===== config.mk =====
export PLATFORM = sky130hd
export DESIGN_NAME = sbus_datapath
export DESIGN_NICKNAME = d
export VERILOG_FILES = /design/src/rtl/sbus_datapath.sv
export SDC_FILE = /design/constraint.sdc
export NUM_CORES = 2
export LEC_CHECK = 0
export BUFFER_PORTS_ARGS = -buffer_cell sky130_fd_sc_hd__clkbuf_2
export CORE_MARGIN = 8
export CORE_UTILIZATION = 54
export CTS_CLUSTER_SIZE = 28
export DETAILED_ROUTE_END_ITERATION = 10
export HOLD_SLACK_MARGIN = 0.15
export PLACE_DENSITY = 0.7
export SLEW_MARGIN = 30
export SYNTH_ARGS = -nofsm -noshare
export SYNTH_HDL_FRONTEND = slang
export SYNTH_SLANG_ARGS = --single-unit
export TNS_END_PERCENT = 30

===== constraint.sdc =====
create_clock -name clk -period 8.37 [get_ports clk]
set_input_delay 0.4185 -clock clk [delete_from_list [all_inputs] [get_ports clk]]
set_output_delay 0.4185 -clock clk [all_outputs]
set_load 0.01 [all_outputs]

===== src/rtl/sbus_datapath.sv =====
module sbus_datapath #(
  parameter int W = 32,
  parameter int NREG = 32,
  parameter logic [31:0] RESET_PC = 32'h0000_0000
) (
  input  logic         clk,
  input  logic         rst_n,
  input  logic [2:0]   reg_sel,
  input  logic [1:0]   imm_sel,
  input  logic [2:0]   alu_op,
  input  logic         en_reg,
  input  logic         en_imm,
  input  logic         en_alu,
  input  logic         en_mem,
  input  logic         ld_ir,
  input  logic         ld_a,
  input  logic         ld_b,
  input  logic         ld_ma,
  input  logic         reg_wr,
  input  logic         mem_write,
  input  logic [31:0]  mem_rdata,
  input  logic         mem_busy,
  output logic [31:0]  mem_addr,
  output logic [31:0]  mem_wdata,
  output logic         mem_we,
  output logic         mem_en,
  output logic [31:0]  bus_o,
  output logic [6:0]   opcode,
  output logic         a_eq_b
);
  localparam int IW = $clog2(NREG + 1);
  localparam int PC_IDX = NREG;

  logic [W-1:0] rf [NREG+1];
  logic [W-1:0] ir, a_q, b_q, ma;
  logic [IW-1:0] idx;
  logic [W-1:0] rf_val, imm, alu, bus;
  logic cap_ok;

  always_comb begin
    case (reg_sel)
      3'd0: idx = IW'(ir[11:7]);
      3'd1: idx = IW'(ir[24:20]);
      3'd2: idx = IW'(ir[19:15]);
      3'd3: idx = IW'(1);
      3'd4: idx = IW'(PC_IDX);
      default: idx = '0;
    endcase
  end

  assign rf_val = (idx == '0) ? '0 : rf[idx];

  always_comb begin
    case (imm_sel)
      2'd0: imm = {{20{ir[31]}}, ir[31:20]};
      2'd1: imm = {{19{ir[31]}}, ir[31:25], ir[11:7], 1'b0};
      2'd2: imm = {{11{ir[31]}}, ir[31:12], 1'b0};
      default: imm = {ir[31:12], 12'b0};
    endcase
  end

  always_comb begin
    case (alu_op)
      3'd0: alu = a_q + b_q;
      3'd1: alu = a_q - b_q;
      3'd2: alu = a_q & b_q;
      3'd3: alu = a_q | b_q;
      3'd4: alu = a_q ^ b_q;
      3'd5: alu = {{(W-1){1'b0}}, $signed(a_q) < $signed(b_q)};
      3'd6: alu = b_q;
      default: alu = a_q + W'(4);
    endcase
  end

  assign bus = ({W{en_reg}} & rf_val) | ({W{en_imm}} & imm)
             | ({W{en_alu}} & alu)    | ({W{en_mem}} & mem_rdata);
  assign cap_ok = !(en_mem && mem_busy);

  always_ff @(posedge clk or negedge rst_n) begin
    if (!rst_n) begin
      for (int i = 0; i <= NREG; i++)
        rf[i] <= (i == PC_IDX) ? RESET_PC : '0;
      ir  <= '0;
      a_q <= '0;
      b_q <= '0;
      ma  <= '0;
    end else if (cap_ok) begin
      if (ld_ir) ir  <= bus;
      if (ld_a)  a_q <= bus;
      if (ld_b)  b_q <= bus;
      if (ld_ma) ma  <= bus;
      if (reg_wr && idx != '0) rf[idx] <= bus;
    end
  end

  assign mem_addr  = ma;
  assign mem_wdata = bus;
  assign mem_we    = mem_write;
  assign mem_en    = en_mem | mem_write;
  assign bus_o     = bus;
  assign opcode    = ir[6:0];
  assign a_eq_b    = (a_q == b_q);
endmodule


==> impl_metrics.tcl <==
set metrics [dict create \
    fin_crit_sh 0.806 \
    htreeDepth 4 \
    dr.pass1.iters 7 \
    clock-sinks 1179 \
    yosys_warnings 0 \
    startpoint "ir[22]$_DFFE_PN0P_" \
    dpl_worst_slack_ps 2170 \
    cp.arrival_ps 6330 \
    floorplan.initialDensity 0.542 \
    dp_hpwl_um 164000 \
    maxSlewHeadroom 0.237 \
    yosysTopAreaCell "dfrtp_1" \
    netlist_area_um2 60800 \
    clock_skew_ps 28.7 \
    stdcell_count 8476 \
    core_area_um2 112000 \
    synth_top_area_frac 0.485 \
    p_leak_nw 30.0 \
    yosys.area_share.simple 0.169 \
    grt_usage 0.397 \
    min_period_ps 6750 \
    setup_slack_ps 1620 \
    design_area_um2 67400 \
    die-area_um2 124000 \
    hp-class "in2reg" \
    avgSynthCellArea_um2 8.63 \
    synth_cells 7050 \
    power_density_nw_per_um2 309 \
    muxShareOfSynthArea 0.0308 \
    place_area_um2 62800 \
    die_y_um 352 \
    io_buffers 158 \
    synth_edf_count 0 \
    multi_input_area_um2 28100 \
    ys.flop_type "dfrtp_1" \
    synth_top_family_by_area "compound AO/OA/AOI/OAI gates" \
    ys_types 103 \
    clk_pin_slew_worst_paths_ps 60 \
    cts_root_buf "clkbuf_16" \
    via_per_inst 6.70 \
    synth-compound-area-share 0.224 \
    grt_pass1_vias 53600 \
    area_delta_synth_final_pct 10.8 \
    pin_count 159 \
    crit_required_ps 7950 \
    grt_pass1_wl_um 364000 \
    nNetsFinal 7039 \
    worstSetupPathType "reg2out" \
    max_freq_ghz 0.148 \
    slew_violations 0 \
    nFillCells 9798 \
    drt_iter0_drc 8171 \
    ys_seq_area_frac 0.485 \
    cts_tree "yes" \
    overflow 0 \
    seq_area_um2 29500 \
    clockBufferDepth 3 \
    worst_pin_slew_ps 1140 \
    ir_worst_vdd_mv 0.247 \
    globalplace.congestion 0.967 \
    report.power.total_w 0.0208 \
    max_cap_violations 0 \
    die_w_um 352 \
    synth-adder-area-share 0.0241 \
    cts_made_buffers 130 \
    syn_nets 7219 \
    rsz0062_at_grt "false" \
    worstReg2RegStart "ir[22]$_DFFE_PN0P_" \
    antenna_found_initial 10 \
    cp-end-kind "output pin" \
    status "finished clean" \
    ys_ff_latch 1179 \
    drt.antenna.violating_nets 0 \
    drive_gt1_frac 0.112 \
    worstSkewPairLatency_ps 770 \
    crit_fanout 120 \
    synth-async-reset-ratio 1.00 \
    tns_ps 0 \
    rows 123 \
    num_vias 56800 \
    grt_max_degree 181 \
    synth_xor_area_frac 0.00533 \
    ys_top_cells_by_area "dfrtp_1 48%, a21oi_1 6.4%, nor2_1 6.2%" \
    finalHoldViolCount 0 \
    dp_cells 8229 \
    wl_um 251000 \
    finalSetupViolCount 0 \
    cp-start-kind "register" \
    cts_setup_buffers 0 \
    wire_per_inst_um 29.7 \
    drcViolationCount 0 \
    min_from "mem_rdata[5]" \
]
[through the flow]
step            util  hold WS (ps)
4_1_cts        0.599           177
3_5_place_dp   0.559           363
2_1_floorplan      -           123
6_report       0.601           197
5_1_grt        0.601           221
3_3_place_gp   0.556           360
[critical path, stage by stage, from the launching register on]
cell and delay [ps]:
dfrtp_1 520, and4bb_1 480, a21o_4 520, buf_12 500, a211oi_2 320, a21boi_0 610, o21ai_0 300, nor4b_1 530
nand3_1 440, and4b_2 670, inv_1 180, clkbuf_2 150
[cell type report]
cell class / count / share of cell area
sequential: 1179 / 0.438
multi-input combinational: 5038 / 0.417
clock buffer: 193 / 0.0570
timing repair buffer: 377 / 0.0439
tap: 1500 / 0.0278
clock inverter: 41 / 0.00859
inverter: 144 / 0.00805
antenna: 4 / 0.000148
[cell usage after synthesis, types with 12 or more instances]
| library cell | count |
|---|---|
| a31oi_1 | 175 |
| nor3_1 | 39 |
| a21oi_2 | 29 |
| buf_6 | 17 |
| or3_1 | 16 |
| nand3_1 | 218 |
| nor4_1 | 26 |
| nor2_1 | 1002 |
| o211ai_1 | 47 |
| a32oi_1 | 15 |
| a211oi_1 | 53 |
| clkbuf_1 | 422 |
| a21oi_1 | 784 |
| ha_1 | 114 |
| nor2b_1 | 21 |
| xnor2_1 | 33 |
| nand2b_1 | 16 |
| o221ai_1 | 54 |
| nand4_1 | 36 |
| and3_1 | 55 |
| a2111oi_0 | 18 |
| o22ai_1 | 99 |
| nand2_1 | 975 |
| o21a_1 | 21 |
| a211o_1 | 12 |
| a221oi_1 | 16 |
| mux2i_1 | 125 |
| buf_4 | 86 |
| and2_1 | 13 |
| o21ai_1 | 31 |
| o21ai_0 | 603 |
| a21o_1 | 28 |
| a311oi_1 | 35 |
| mux2_2 | 48 |
| o31ai_1 | 23 |
| dfrtp_1 | 1179 |
| buf_1 | 27 |
| inv_1 | 139 |
| a22oi_1 | 38 |
| buf_2 | 137 |
[cell families after synthesis]
family                     Yosys count
and+or+nand+nor                   2470
AOI/OAI and AO/OA                 2238
DFF                               1179
buffers and inverters              833
muxes                              177
adders and majority gates          116
xor gates and xnor gates            37
[repair_timing]
item / 4_1_cts / 5_1_grt
resized for setup: 0 / 0
hold buffers: 3 / 0
hold endpoints to repair: 130 / 0
[placed cells by master, fill, tap and decap left out, types with 38 or more instances in the layout]
cell type,count
dfrtp_1,1179
nor2_1,968
nand2_1,962
a21oi_1,782
o21ai_0,601
nand3_1,216
buf_4,180
a31oi_1,172
clkbuf_2,156
inv_1,139
clkbuf_16,134
mux2i_1,124
ha_1,114
o22ai_1,99
o221ai_1,53
and3_1,52
a211oi_1,51
mux2_2,47
o211ai_1,47
nor3_1,38
a22oi_1,38
[path summary, 6_finish.rpt]
kind                                         to  slack [ps]  depth (start not counted)
setup / recovery                      bus_o[22]        1620                         11
hold / removal              rf[933]$_DFFE_PN0P_         200                          4
setup reg to reg            rf[630]$_DFFE_PN0P_        2740                         10
hold reg to reg            rf[1047]$_DFFE_PN0P_         380                          0
max in group asynchronous   a_q[14]$_DFFE_PN0P_        5680                          5
min in group asynchronous   rf[524]$_DFFE_PN0P_         340                          2
[per-layer routing]
| layer | GRT usage | wire [um] | vias up |
|---|---|---|---|
| met4 | 0.283 | 21900 | 6 |
| met2 | 0.576 | 106000 | 4068 |
| met1 | 0.497 | 90100 | 27300 |
| li1 | - | - | 24300 |
| met3 | 0.134 | 33600 | 1120 |
| met5 | 0.000785 | 34 | - |
[flip-flops by register name (all words and copies together) (netlist names)]
signal	flops
a_q	32
b_q	32
ir	32
rf	1051
mem_addr	32
[report_power, final]
part           internal (W)  leakage (nW)  switching, W
registers           0.00712          15.4      0.000955
clock network       0.00354          2.18       0.00247
logic               0.00221          12.3       0.00455
Power figures use the tool's default switching activity.
